**config.mk**
```make
export PLATFORM = sky130hd
export DESIGN_NAME = irq_stat_mask_ctrl
export DESIGN_NICKNAME = d
export VERILOG_FILES = /design/src/rtl/irq_ctrl_pkg.sv /design/src/rtl/irq_regif.sv /design/src/rtl/irq_status_reg.sv /design/src/rtl/irq_mask_reg.sv /design/src/rtl/irq_event_gen.sv /design/src/rtl/irq_stat_mask_ctrl.sv
export SDC_FILE = /design/constraint.sdc
export NUM_CORES = 1
export LEC_CHECK = 0
export ABC_CLOCK_PERIOD_IN_PS = 2600
export BUFFER_PORTS_ARGS = -buffer_cell sky130_fd_sc_hd__buf_4
export CORE_MARGIN = 3
export CORE_UTILIZATION = 25
export CTS_BUF_LIST = sky130_fd_sc_hd__clkbuf_4 sky130_fd_sc_hd__clkbuf_8 sky130_fd_sc_hd__clkbuf_16
export DETAILED_ROUTE_END_ITERATION = 10
export PLACE_DENSITY = 0.57
export RECOVER_POWER = 100
export SKIP_LAST_GASP = 1
export SLEW_MARGIN = 20
export SYNTH_ARGS = -nofsm -noshare
export SYNTH_HDL_FRONTEND = slang
export SYNTH_HIERARCHICAL = 1
export SYNTH_SLANG_ARGS = --single-unit
```
**constraint.sdc**
```tcl
create_clock -name clk -period 2.6 [get_ports clk]
set_clock_uncertainty 0.1 [all_clocks]
set_input_delay 0.39 -clock clk [delete_from_list [all_inputs] [get_ports clk]]
set_output_delay 0.39 -clock clk [all_outputs]
set_load 0.02 [all_outputs]
```
**src/rtl/irq_ctrl_pkg.sv**
```systemverilog
package irq_ctrl_pkg;

    localparam int STAT_W = 16;
    localparam int BUS_W  = 32;
    localparam int ADDR_W = 8;

    typedef enum logic [1:0] {
        TGT_NONE = 2'd0,
        TGT_STAT = 2'd1,
        TGT_MASK = 2'd2
    } reg_tgt_e;

    typedef struct packed {
        reg_tgt_e            tgt;
        logic                valid;
        logic [STAT_W-1:0]   data;
    } wr_cmd_t;

    // Next value of one status bit: acknowledge by AND, request wins.
    function automatic logic stat_bit_next(input logic cur, input logic ack_wr,
                                           input logic ack_bit, input logic req);
        logic kept;
        kept = ack_wr ? (cur & ack_bit) : cur;
        return kept | req;
    endfunction

    function automatic logic [BUS_W-1:0] zext(input logic [STAT_W-1:0] v);
        return {{(BUS_W-STAT_W){1'b0}}, v};
    endfunction

endpackage

```
**src/rtl/irq_regif.sv**
```systemverilog
module irq_regif
    import irq_ctrl_pkg::*;
#(
    parameter logic [ADDR_W-1:0] STAT_OFS = 8'h70,
    parameter logic [ADDR_W-1:0] MASK_OFS = 8'h74
) (
    input  logic [ADDR_W-1:0] bus_addr,
    input  logic              bus_wr,
    input  logic [BUS_W-1:0]  bus_wdata,
    input  logic [STAT_W-1:0] stat_q,
    input  logic [STAT_W-1:0] mask_q,
    output wr_cmd_t           cmd,
    output logic [BUS_W-1:0]  bus_rdata
);
    reg_tgt_e tgt;
    logic     unused_hi;

    assign unused_hi = ^bus_wdata[BUS_W-1:STAT_W];

    always_comb begin
        if (bus_addr == STAT_OFS)      tgt = TGT_STAT;
        else if (bus_addr == MASK_OFS) tgt = TGT_MASK;
        else                           tgt = TGT_NONE;
    end

    always_comb begin
        cmd.tgt   = tgt;
        cmd.valid = bus_wr && (tgt != TGT_NONE);
        cmd.data  = bus_wdata[STAT_W-1:0];
    end

    always_comb begin
        case (tgt)
            TGT_STAT: bus_rdata = zext(stat_q);
            TGT_MASK: bus_rdata = zext(mask_q);
            default:  bus_rdata = '0;
        endcase
    end
endmodule

```
**src/rtl/irq_status_reg.sv**
```systemverilog
module irq_status_reg
    import irq_ctrl_pkg::*;
#(
    parameter int DMA_BIT = 3
) (
    input  logic              clk,
    input  logic              rst,
    input  wr_cmd_t           cmd,
    input  logic [STAT_W-1:0] src_req,
    input  logic              dma_req,
    output logic [STAT_W-1:0] stat_d,
    output logic [STAT_W-1:0] stat_q
);
    logic ack_wr;
    logic [STAT_W-1:0] req_all;

    assign ack_wr = cmd.valid && (cmd.tgt == TGT_STAT);

    for (genvar i = 0; i < STAT_W; i++) begin : g_bit
        if (i == DMA_BIT) begin : g_dma
            assign req_all[i] = src_req[i] | dma_req;
        end else begin : g_plain
            assign req_all[i] = src_req[i];
        end
        assign stat_d[i] = stat_bit_next(stat_q[i], ack_wr, cmd.data[i], req_all[i]);
    end

    always_ff @(posedge clk) begin
        if (rst) stat_q <= '0;
        else     stat_q <= stat_d;
    end
endmodule

```
**src/rtl/irq_mask_reg.sv**
```systemverilog
module irq_mask_reg
    import irq_ctrl_pkg::*;
(
    input  logic              clk,
    input  logic              rst,
    input  wr_cmd_t           cmd,
    output logic              mask_wr,
    output logic [STAT_W-1:0] mask_d,
    output logic [STAT_W-1:0] mask_q
);
    assign mask_wr = cmd.valid && (cmd.tgt == TGT_MASK);
    assign mask_d  = mask_wr ? cmd.data : mask_q;

    always_ff @(posedge clk) begin
        if (rst) mask_q <= '0;
        else     mask_q <= mask_d;
    end
endmodule

```
**src/rtl/irq_event_gen.sv**
```systemverilog
module irq_event_gen
    import irq_ctrl_pkg::*;
(
    input  logic              clk,
    input  logic              rst,
    input  logic [STAT_W-1:0] stat_q,
    input  logic [STAT_W-1:0] stat_d,
    input  logic [STAT_W-1:0] mask_d,
    input  logic              mask_wr,
    output logic              pending,
    output logic              recheck
);
    logic expose;

    // Old status against the new mask value being written.
    assign expose = mask_wr && ((stat_q & mask_d) != '0);

    always_ff @(posedge clk) begin
        if (rst) begin
            pending <= 1'b0;
            recheck <= 1'b0;
        end else begin
            pending <= (stat_d & mask_d) != '0;
            recheck <= expose;
        end
    end
endmodule

```
**src/rtl/irq_stat_mask_ctrl.sv**
```systemverilog
module irq_stat_mask_ctrl
    import irq_ctrl_pkg::*;
#(
    parameter logic [ADDR_W-1:0] STAT_OFS = 8'h70,
    parameter logic [ADDR_W-1:0] MASK_OFS = 8'h74,
    parameter int                DMA_BIT  = 3
) (
    input  logic              clk,
    input  logic              rst,
    input  logic [ADDR_W-1:0] bus_addr,
    input  logic              bus_wr,
    input  logic [BUS_W-1:0]  bus_wdata,
    output logic [BUS_W-1:0]  bus_rdata,
    input  logic [STAT_W-1:0] src_req,
    input  logic              dma_req,
    output logic              cpu_pending,
    output logic              recheck
);
    wr_cmd_t           cmd;
    logic [STAT_W-1:0] stat_d, stat_q;
    logic [STAT_W-1:0] mask_d, mask_q;
    logic              mask_wr;

    irq_regif #(.STAT_OFS(STAT_OFS), .MASK_OFS(MASK_OFS)) u_regif (
        .bus_addr (bus_addr),
        .bus_wr   (bus_wr),
        .bus_wdata(bus_wdata),
        .stat_q   (stat_q),
        .mask_q   (mask_q),
        .cmd      (cmd),
        .bus_rdata(bus_rdata)
    );

    irq_status_reg #(.DMA_BIT(DMA_BIT)) u_stat (
        .clk    (clk),
        .rst    (rst),
        .cmd    (cmd),
        .src_req(src_req),
        .dma_req(dma_req),
        .stat_d (stat_d),
        .stat_q (stat_q)
    );

    irq_mask_reg u_mask (
        .clk    (clk),
        .rst    (rst),
        .cmd    (cmd),
        .mask_wr(mask_wr),
        .mask_d (mask_d),
        .mask_q (mask_q)
    );

    irq_event_gen u_evt (
        .clk    (clk),
        .rst    (rst),
        .stat_q (stat_q),
        .stat_d (stat_d),
        .mask_d (mask_d),
        .mask_wr(mask_wr),
        .pending(cpu_pending),
        .recheck(recheck)
    );
endmodule

```
# Yosys cells after proc, flatten, opt, wreduce, memory -nomap -nowiden

Index checks and enable logic that the tools add are counted.

ROM bits: 0
RAM bits: 0
Register bits after elaboration: 34
Output and inout bits: 34
Input bits: 60
Latch bits: 0
Memories kept: 0

Divide/modulo/power cells: 0
Multiply operators: 0
Reduce and logical (&&, ||, !) cells: 7
Bitwise gates (word level): 35
Shift operators: 0
Eq/ne operators: 4
$add $sub $neg: 0
Mux-type cells: 20
$lt $le $gt $ge: 0

Operator list:

| cell               | number |
|---|---|
| $and 16x16->16     | 2 |
| $pmux 16 s2        | 1 |
| $reduce_bool 16->1 | 2 |
| $or 1x1->1         | 17 |
| $and 1x1->1        | 16 |
| $eq 8x7->1 const B | 2 |
| $mux 1             | 16 |
| $mux 16            | 1 |
| $logic_and 1x1->1  | 4 |
| $mux 2             | 2 |
| $eq 2x1->1 const B | 1 |
| $eq 2x2->1 const B | 1 |
| $reduce_bool 2->1  | 1 |

# Logic depth before layout (Yosys ltp)

Gate-level depths: netlist (run 1).

Depth after elaboration: 10
Gate-level depth with buffers: 12
Gate-level depth less buffers: 8

# Hierarchy

The synthesis (run 1) kept the hierarchy.

Modules (own cells, without submodules):

| module         | times used | cells each | seq. area each (µm²) | area an instance (µm²) |
|---|---|---|---|---|
| irq_mask_reg   | 1          | 87         | 320.3                | 958.4 |
| irq_status_reg | 1          | 87         | 320.3                | 785.8 |
| irq_regif      | 1          | 78         | 0.0                  | 633.1 |
| irq_event_gen  | 1          | 22         | 40.0                 | 231.5 |

# Worst setup path before layout (run 1)

No wires, ideal clock.

Path kind: input port to flip-flop
From: input port bus_addr[1]
To: register u_evt.recheck
Setup slack: -0.142 ns
Stages on the path: 11
Library setup time: 0.116 ns
Arrival time: 2.527 ns
Cell sequence: or3b_1 buf_6 buf_12 nor3_2 nand3b_4 buf_6 mux2_4 a22o_1 a221oi_2 nand4_1 and3b_1

RTL lines:

| what                 | line                     | text |
|---|---|---|
| start, declared      | irq_stat_mask_ctrl.sv:10 | `input logic [ADDR_W-1:0] bus_addr,` |
| end signal, assigned | irq_event_gen.sv:24      | `recheck <= expose;` |
| end, declared        | irq_event_gen.sv:11      | `output logic recheck` |

==> qor.yml, run 1 <==
status: "complete, no violations"
via_per_inst: 4.49
antenna_left: 0
synth_edf_count: 0
worst_setup_path_start_kind: "input port"
p_per_area_nw_per_um2: 373
synth_top_area_cell: "dfxtp_1"
hp-class: "input port to flop"
synthFlopType: "dfxtp_1"
die_w_um: 108
critical_path_class: "input port to flop"
htree_levels: 2
slew_headroom: 0.660
drt_iter0_drc: 72
ctsLongestPathBuffers: 2
first_pass_iters: 6
synth_area_per_cell_um2: 9.52
fin_util: 0.330
drive_above_1_share: 0.437
nFillCells: 1034
clk_pin_slew_ns: 0.08
num_rows: 36
overflow: 0
grt_first_pass_wirelength_um: 11000
dp_hpwl_um: 5460
fin_crit_sh: 0.995
fin_cells: 474
final_max_slew_viol_count: 0
synth_top_area_frac: 0.261
fmax_mhz: 386
finalNetCount: 400
ys_top_cells_by_area: "dfxtp_1 (26%), mux2i_1 (12%), buf_4 (9.8%)"
io_buffers: 61
rsz0062_at_grt: "yes"
wl_per_cell_um: 14.7
ys_ff_latch: 34
cp-end-kind: "flop"
drc: 0
n_antenna_cell: 0
die_area_um2: 11700
core_area_um2: 9950
initial_core_util: 0.262
clk_latency_ns: 0.28
area_growth_pct: 26.1
netlist_instances: 274
tightest_slew_ns: 0.510
antenna_found_initial: 0
path_max_fanout: 7
holdBufCountCts: 0
clockRootBuffer: "clkbuf_8"
irDropWorstVdd_mv: 0.165
required_ns: 2.64
synth_seq_area_share: 0.261
cts_sinks: 34
postRouteWirelength_um: 6990
min_period_ns: 2.59
leakage_nw: 1.43
async_flop_share: 0
synth_area_um2: 2610
grt_usage: 0.121
ys_warn_count: 6
cts_tree: "yes"
die-height_um: 108
maxCapViolCount: 0
dpl.cell_count: 462
hold_violations: 0
grt_max_degree: 51
numCtsBuffers: 5
ioPinCount: 94
grt_pass1_vias: 2170
place_congestion: 0.778
yosysUniqueCellTypes: 32
power.total_mw: 1.23
report.final.setup_viol: 0
cp.arrival_ns: 2.63
vias: 2130
layer usage:
metal / share of wire / global-route usage
met5: 0 / 0
met4: 0.0076 / 0.0298
met3: 0.050 / 0.0310
met2: 0.50 / 0.203
met1: 0.44 / 0.154
cells in the mapped netlist, types with 2 or more instances:
| cell type | instances |
|---|---|
| a221oi_2 | 4 |
| mux2_2 | 6 |
| clkbuf_1 | 3 |
| nor3_2 | 10 |
| a22oi_1 | 2 |
| mux2i_1 | 32 |
| a211oi_2 | 14 |
| buf_2 | 3 |
| a21oi_1 | 16 |
| mux2_4 | 10 |
| buf_12 | 2 |
| nand2b_1 | 32 |
| a221oi_1 | 3 |
| buf_6 | 6 |
| a22o_1 | 6 |
| buf_4 | 34 |
| nor3_1 | 11 |
| nor2_1 | 30 |
| dfxtp_1 | 34 |
| inv_1 | 2 |
| a211oi_1 | 2 |
| and3b_1 | 2 |
path summary, 6_finish.rpt:
path / startpoint / end / slack (ns) / depth (start not counted)
hold / removal: bus_wdata[10] / u_mask/mask_q[10]$_SDFF_PP0_ / 0.28 / 3
hold reg to reg: u_mask/mask_q[4]$_SDFF_PP0_ / u_mask/mask_q[4]$_SDFF_PP0_ / 0.39 / 2
setup / recovery: bus_addr[0] / u_evt/pending$_SDFF_PP0_ / 0.01 / 11
setup reg to reg: u_stat/stat_q[6]$_SDFF_PP0_ / u_evt/pending$_SDFF_PP0_ / 1.01 / 6
final cells by class:
| class | count | area [µm²] | share of cell area |
|---|---|---|---|
| clock buffers | 8 | 110 | 0.0335 |
| repair buffers | 93 | 713 | 0.217 |
| multi-input cells | 203 | 1610 | 0.488 |
| flip-flops and latches | 34 | 681 | 0.207 |
| inverters | 3 | 13.8 | 0.00418 |
| well taps | 133 | 166 | 0.0506 |
worst max-delay path: stages:
cell and delay, ns:
buf_6 0.09, or3b_4 0.39, buf_8 0.15, nor3_4 0.22
nand3b_4 0.17, buf_4 0.18, mux2_4 0.29, a22o_2 0.25
a221oi_2 0.22, and3_1 0.20, a31oi_1 0.09
flip-flops by register name (all words and copies together) (netlist names):
signal	cells
u_mask/mask_q	16
u_stat/stat_q	16
u_evt/pending	1
u_evt/recheck	1
report_power, final:
group          internal [mW]  total (mW)  switching [mW]
clock                  0.268       0.467           0.199
combinational         0.0930       0.205           0.112
sequential             0.538       0.554          0.0157
cell usage in the layout (no fill, tap or decap):
master,instances
nor2_1,30
mux2_2,6
nand3b_4,1
clkbuf_8,8
and3b_1,1
buf_8,1
dfxtp_1,34
inv_1,2
nor3_4,3
a221oi_1,2
and3b_2,1
nor3_2,7
nand4_1,1
and3_1,1
clkbuf_1,2
nand4bb_1,1
a221oi_2,5
a22o_2,1
mux2i_1,32
a211oi_1,2
buf_6,4
or3b_4,1
a22oi_1,2
a211oi_2,14
nand2b_1,32
nor3_1,11
conb_1,16
mux2_4,10
a21oi_1,16
inv_4,1
buf_4,86
a31oi_1,1
a22o_1,6
cells by family after synthesis:
family	share of synthesized area
buf+inv	0.156
other cells	0.00144
simple gates	0.206
mux	0.206
flops	0.261
compound gates	0.169
through the flow:
step / area [µm²] / TNS (ns) / hold slack, ns / setup WS, ns
2_1_floorplan: 2690 / -0.207 / 0.358 / -0.106
4_1_cts: 3230 / 0 / 0.277 / 0.00802
3_5_place_dp: 3120 / -0.545 / 0.382 / -0.308
3_3_place_gp: 3120 / -0.551 / 0.372 / -0.328
5_1_grt: 3290 / -0.0785 / 0.281 / -0.0421
6_report: 3290 / 0 / 0.283 / 0.0119
timing repair:
item | in CTS | in global routing
setup endpoints to repair | 0 | 2
resized for setup | 0 | 9
setup buffers | 0 | 4
Power figures use the tool's default switching activity.
==> inputs of run 2 (changes only) <==
ABC_AREA = 1   (was default)
CORE_MARGIN = 8   (was 3)
MAX_ROUTING_LAYER = met4   (was default)
==> qor.yml, run 2 <==
drive_above_1_share: 0.146  # -0.291
cp.arrival_ns: 2.29  # -0.34 ns
numCtsBuffers: 5  # unchanged
ioPinCount: 94  # unchanged
fmax_mhz: 450  # +16%
critical_path_class: "input port to flop"
required_ns: 2.66  # +0.02 ns
comb_power_share: 0.127  # -0.040
grt_first_pass_wirelength_um: 10600  # -3.9%
mostFrequentLayoutCell: "nand2_1"
critPathBufInv: 4  # +1
path_max_fanout: 9  # +2
final_max_slew_viol_count: 0  # unchanged
max_stage_delay_ns: 0.30  # -0.09 ns
reg2reg_depth: 10  # +4
vias: 2349  # +10%
drc: 0  # unchanged
num_rows: 36  # unchanged
ctsResizeCount: 0  # unchanged
power.total_mw: 1.15  # -6.0%
cts_tree: "yes"
fin_util: 0.300  # -0.0301
worst-path-stages: 18  # +7
finalNetCount: 533  # +33%
synth_area_um2: 2410  # -7.7%
irDropWorstVdd_mv: 0.178  # +8.1%
io_buffers: 61  # unchanged
grt_pass1_vias: 2298  # +5.9%
synthFlopType: "dfxtp_1"
grt.met3_usage: 0.0280  # -0.00309
cp-end-kind: "flop"
dp_hpwl_um: 5090  # -6.7%
timing.hold.ws_ns: 0.273  # -0.00962 ns
slowest_stage: "a21oi_1"
clk_latency_ns: 0.28  # about the same
report.final.setup_viol: 0  # unchanged
synth_area_per_cell_um2: 5.68  # -40%
htree_levels: 2  # unchanged
rsz0062_at_grt: "no"
grt_usage: 0.105  # -0.0156
core_area_um2: 9550  # -4.1%
crit_chain: "clkbuf_4, inv_1, nand2_1, nor2_1, nand2_4, a21oi_1, nand2_1, nor2_1, buf_4, nand2_1, nand2_1, inv_1, nand2_1, nand2_1, nor2_1, nand2_1, nor2_1, nor2_1"
synth_top_area_frac: 0.287  # +0.0258
via_per_inst: 3.87  # -14%
r2r_setup_slack_ns: 1.41  # +0.40 ns
final.setup.tns_ns: 0  # unchanged
pre_cts_slack_ns: 0.137  # +0.444 ns
hp-class: "input port to flop"
setup_ws_ns: 0.377  # +0.365 ns
p_seq_frac: 0.479  # +0.027
met2_usage: 0.178  # -0.0251
ys_top_cells_by_area: "nand2_1 (29%), dfxtp_1 (28%), inv_1 (14%)"
grt.busiest_layer: "met2"
ctsLongestPathBuffers: 2  # unchanged
switching_power_mw: 0.284  # -13%
die-height_um: 114  # +5.6%
n_antenna_cell: 0  # unchanged
antenna_found_initial: 0  # unchanged
critPathTopFamily: "simple AND/OR/NAND/NOR gates"
clockRootBuffer: "clkbuf_8"
holdBufCountCts: 0  # unchanged
p_sw_frac: 0.246  # -0.0203
yosysMostFrequentCell: "nand2_1"
status: "complete, no violations"
drt_iter0_drc: 115  # +60%
fin_cells: 607  # +28%
async_flop_share: 0  # unchanged
place_congestion: 0.771  # -0.85%
postPlaceCellArea_um2: 2840  # -9.1%
leakage_nw: 1.79  # +25%
synth_top_area_cell: "nand2_1"
antenna_left: 0  # unchanged
yosysUniqueCellTypes: 18  # -44%
clockPowerShare: 0.394  # +0.013
cpMostUsedCell: "nand2_1"
initial_core_util: 0.252  # -0.00984
ys_ff_latch: 34  # unchanged
die_area_um2: 13000  # +11%
cts_sinks: 34  # unchanged
first_pass_iters: 4  # -2
top_regs: "u_mask/mask_q (16), u_stat/stat_q (16)"
synth_seq_area_share: 0.283  # +0.0217
ys_warn_count: 6  # unchanged
clk_pin_slew_ns: 0.07  # about the same
area_growth_pct: 19.1
cts_setup_buffers: 0  # unchanged
synth_edf_count: 0  # unchanged
dpl.cell_count: 599  # +30%
overflow: 0  # unchanged
intPower_mw: 0.869  # -3.4%
use_met1: 0.120  # -0.0339
postRouteWirelength_um: 6590  # -5.8%
fin_crit_sh: 0.855  # -0.140
final_cell_mix: "nand2_1 (185), inv_1 (88), buf_4 (51)"
grt_max_degree: 35  # -31%
die_w_um: 114  # +5.6%
netlist_instances: 424  # +55%
hold_violations: 0  # unchanged
finalInstanceArea_um2: 2870  # -13%
p_per_area_nw_per_um2: 402  # +7.9%
maxCapViolCount: 0  # unchanged
wl_per_cell_um: 10.9  # -26%
min_period_ns: 2.22  # -0.365 ns
worst_setup_path_start_kind: "input port"
min_path_cells: 3  # unchanged
yosys-top-cells-count: "nand2_1 (184), inv_1 (88), buf_4 (35)"
-- run 2: cell count changes in the layout (fill, tap and decap cells not counted), sizes merged, moves of 17 or more --
cell | previous run | this run
nor3 | 21 | 0
mux2i | 32 | 0
inv | 3 | 89
buf | 91 | 51
nand2b | 32 | 0
nand2 | 0 | 190
nand3 | 0 | 17
-- run 2: worst reg2reg max path: stages, from the launching register on --
cell,delay [ns]
dfxtp_1,0.31
inv_1,0.05
nand2_1,0.05
nand2_1,0.08
inv_1,0.06
nand2_1,0.05
nand2_1,0.08
nor2_1,0.10
nand2_1,0.06
nor2_1,0.11
nor2_1,0.04
-- run 2: layout make-up --
class	instances	area [µm²]
multi-input combinational	274	1120
sequential	34	681
tap	133	166
fill	1107	6680
clock buffer	8	110
timing repair buffer	69	454
inverter	89	339
-- run 2: worst paths after layout --
kind,from,end
max reg2reg,u_mask/mask_q[2]$_SDFF_PP0_,u_evt/pending$_SDFF_PP0_
min,src_req[6],u_stat/stat_q[6]$_SDFF_PP0_
min reg2reg,u_stat/stat_q[15]$_SDFF_PP0_,u_stat/stat_q[15]$_SDFF_PP0_
max,bus_addr[0],u_evt/pending$_SDFF_PP0_
-- run 2: power groups by stage --
stage                     Combinational (mW)  Clock, mW  Sequential (mW)
final                                  0.146      0.454            0.552
after global routing                   0.164      0.499            0.554
after CTS                              0.148      0.475            0.552
after detailed placement               0.148          0            0.564
after global placement                 0.145          0            0.563
after floorplan                        0.119          0            0.560
-- run 2: logic make-up (layout without fill, tap and decap cells) --
kind of cell / after synthesis / after routing / share of synthesized area
compound gates: 17 / 17 / 0.0353
buf+inv: 131 / 166 / 0.269
simple gates: 241 / 241 / 0.412
other cells: 1 / 16 / 0.00156
flops: 34 / 34 / 0.283
-- run 2: routing by layer --
layer	vias to the layer above	routed length (µm)
met4	0	74
li1	1261	-
met2	67	3090
met1	1014	2950
met3	7	468
met5	-	0
==> inputs of run 3 (changes only) <==
SYNTH_HIERARCHICAL = default   (was 1)
==> qor.yml, run 3 <==
io_buffers: 61  # unchanged
ioPinCount: 94  # unchanged
drc: 0  # unchanged
antenna_found_initial: 0  # unchanged
fin_crit_sh: 0.834  # -0.0209
fmax_mhz: 461  # +2.5%
cts_tree: "yes"
dp_hpwl_um: 5090  # about the same
synth_seq_area_share: 0.291  # +0.00800
area_growth_pct: 20.1
ys_top_cells_by_area: "dfxtp_1 (29%), nand2_1 (18%), inv_1 (10%)"
cts_sinks: 34  # unchanged
irDropWorstVdd_mv: 0.158  # -12%
die_area_um2: 12700  # -2.4%
ys_warn_count: 0  # -6
die-height_um: 113  # -1.2%
async_flop_share: 0  # unchanged
yosysMostFrequentCell: "nand2_1"
grt_usage: 0.111  # +0.00552
clk_latency_ns: 0.29  # about the same
worstHoldEndpoint: "u_stat.stat_q[7]$_SDFF_PP0_"
top_regs: "u_mask.mask_q (16), u_stat.stat_q (16)"
hold_start: "src_req[7]"
final_cell_mix: "nand2_1 (113), inv_1 (63), buf_4 (45)"
fin_util: 0.307  # +0.00714
r2r-end: "u_evt.pending$_SDFF_PP0_"
synth_area_per_cell_um2: 6.13  # +7.9%
overflow: 0  # unchanged
netlist_instances: 382  # -9.9%
required_ns: 2.11  # -0.55 ns
ctsResizeCount: 0  # unchanged
die_w_um: 113  # -1.2%
synth_top_area_frac: 0.291  # +0.00385
maxCapViolCount: 0  # unchanged
numCtsBuffers: 5  # unchanged
core_area_um2: 9150  # -4.2%
r2r_setup_slack_ns: 1.26  # -0.15 ns
initial_core_util: 0.256  # +0.00368
grt_pass1_vias: 2357  # +2.6%
synth_top_area_cell: "dfxtp_1"
hp-class: "input port to flop"
antenna_left: 0  # unchanged
cts_setup_buffers: 0  # unchanged
num_rows: 35  # -2.8%
yosysUniqueCellTypes: 26  # +8
critical_path_class: "input port to output pin"
place_congestion: 0.761  # -1.3%
grt_max_degree: 35  # unchanged
report.final.setup_viol: 0  # unchanged
leakage_nw: 1.52  # -15%
first_pass_iters: 4  # unchanged
status: "complete, no violations"
hold_violations: 0  # unchanged
cp-end-kind: "output pin"
min_period_ns: 2.17  # -0.0542 ns
vias: 2372  # +0.98%
reg2reg_depth: 10  # unchanged
rsz0062_at_grt: "no"
finalNetCount: 494  # -7.3%
postRouteWirelength_um: 6870  # +4.3%
grt_first_pass_wirelength_um: 11100  # +5.0%
clk_pin_slew_ns: 0.08  # about the same
final.setup.tns_ns: 0  # unchanged
ctsLongestPathBuffers: 2  # unchanged
n_antenna_cell: 0  # unchanged
min_path_cells: 3  # unchanged
htree_levels: 2  # unchanged
wl_per_cell_um: 12.6  # +16%
via_per_inst: 4.34  # +12%
synth_edf_count: 0  # unchanged
reg2reg_from: "u_stat.stat_q[10]$_SDFF_PP0_"
drive_above_1_share: 0.161  # +0.0153
p_per_area_nw_per_um2: 411  # +2.2%
worst_setup_path_start_kind: "input port"
synthFlopType: "dfxtp_1"
holdBufCountCts: 0  # unchanged
synth_area_um2: 2340  # -2.8%
path_max_fanout: 21  # +12
ys_ff_latch: 34  # unchanged
mostFrequentLayoutCell: "nand2_1"
drt_iter0_drc: 57  # -50%
cp.arrival_ns: 1.68  # -0.61 ns
yosys-top-cells-count: "nand2_1 (112), inv_1 (63), nor2_1 (41)"
final_max_slew_viol_count: 0  # unchanged
clockRootBuffer: "clkbuf_8"
run 3: cell types whose count changed after synthesis, sizes merged, moves of 5 or more:
| cell | delta |
|---|---|
| nand4 | +15 |
| o21ai | +17 |
| buf | -12 |
| nand3 | +15 |
| nor2 | +10 |
| inv | -23 |
| nand3b | +12 |
| clkbuf | +5 |
| a21oi | -14 |
| nand2 | -72 |
run 3: area by class of cell:
class                           instances  area [µm²]
Fill cell                            1042        6340
Multi-Input combinational cell        262        1230
Sequential cell                        34         681
Timing Repair Buffer                   65         418
Inverter                               66         248
Tap cell                              111         139
Clock buffer                            6        82.6
Clock inverter                          2        12.5
run 3: where the power goes:
part / total (mW) / switching, mW / leakage (nW) / internal [mW]
clock network: 0.424 / 0.211 / 0.0472 / 0.213
registers: 0.557 / 0.0177 / 0.279 / 0.539
logic: 0.174 / 0.103 / 1.19 / 0.0714
run 3: worst max path at each step:
stage | from | to | cells past startpoint
after floorplan | bus_addr[7] | bus_rdata[3] | 8
after global placement | bus_addr[2] | u_evt.pending$_SDFF_PP0_ | 13
after detailed placement | bus_addr[3] | u_evt.pending$_SDFF_PP0_ | 13
after CTS | bus_addr[3] | bus_rdata[7] | 8
after global routing | bus_addr[7] | bus_rdata[7] | 8
final | bus_addr[7] | bus_rdata[1] | 8
run 3: critical path, stage by stage:
cell,delay [ns]
clkbuf_4,0.11
inv_1,0.04
nand2_1,0.07
nor2_4,0.17
clkbuf_2,0.41
nand3_1,0.14
nand2_1,0.11
clkbuf_1,0.24
run 3: layer usage:
metal	wire length, µm	global-route usage
met5	0	-
met4	61	0.0288
met1	3160	0.133
met2	3280	0.182
met3	371	0.0256
run 3: through the flow:
stage	cells	hold WS [ns]	power (mW)	worst slack, ns	instance area (µm²)
floorplan	397	0.375	0.688	0.469	2400
global placement	538	0.391	0.741	0.435	2790
detailed placement	538	0.399	0.745	0.406	2790
CTS	546	0.280	1.17	0.517	2890
global route	546	0.287	1.22	0.320	2810
finish	546	0.287	1.16	0.431	2810
run 3: cell families after synthesis:
family / share of synthesized area
compound gates: 0.0550
buf+inv: 0.206
flops: 0.291
other cells: 0.00160
simple gates: 0.447
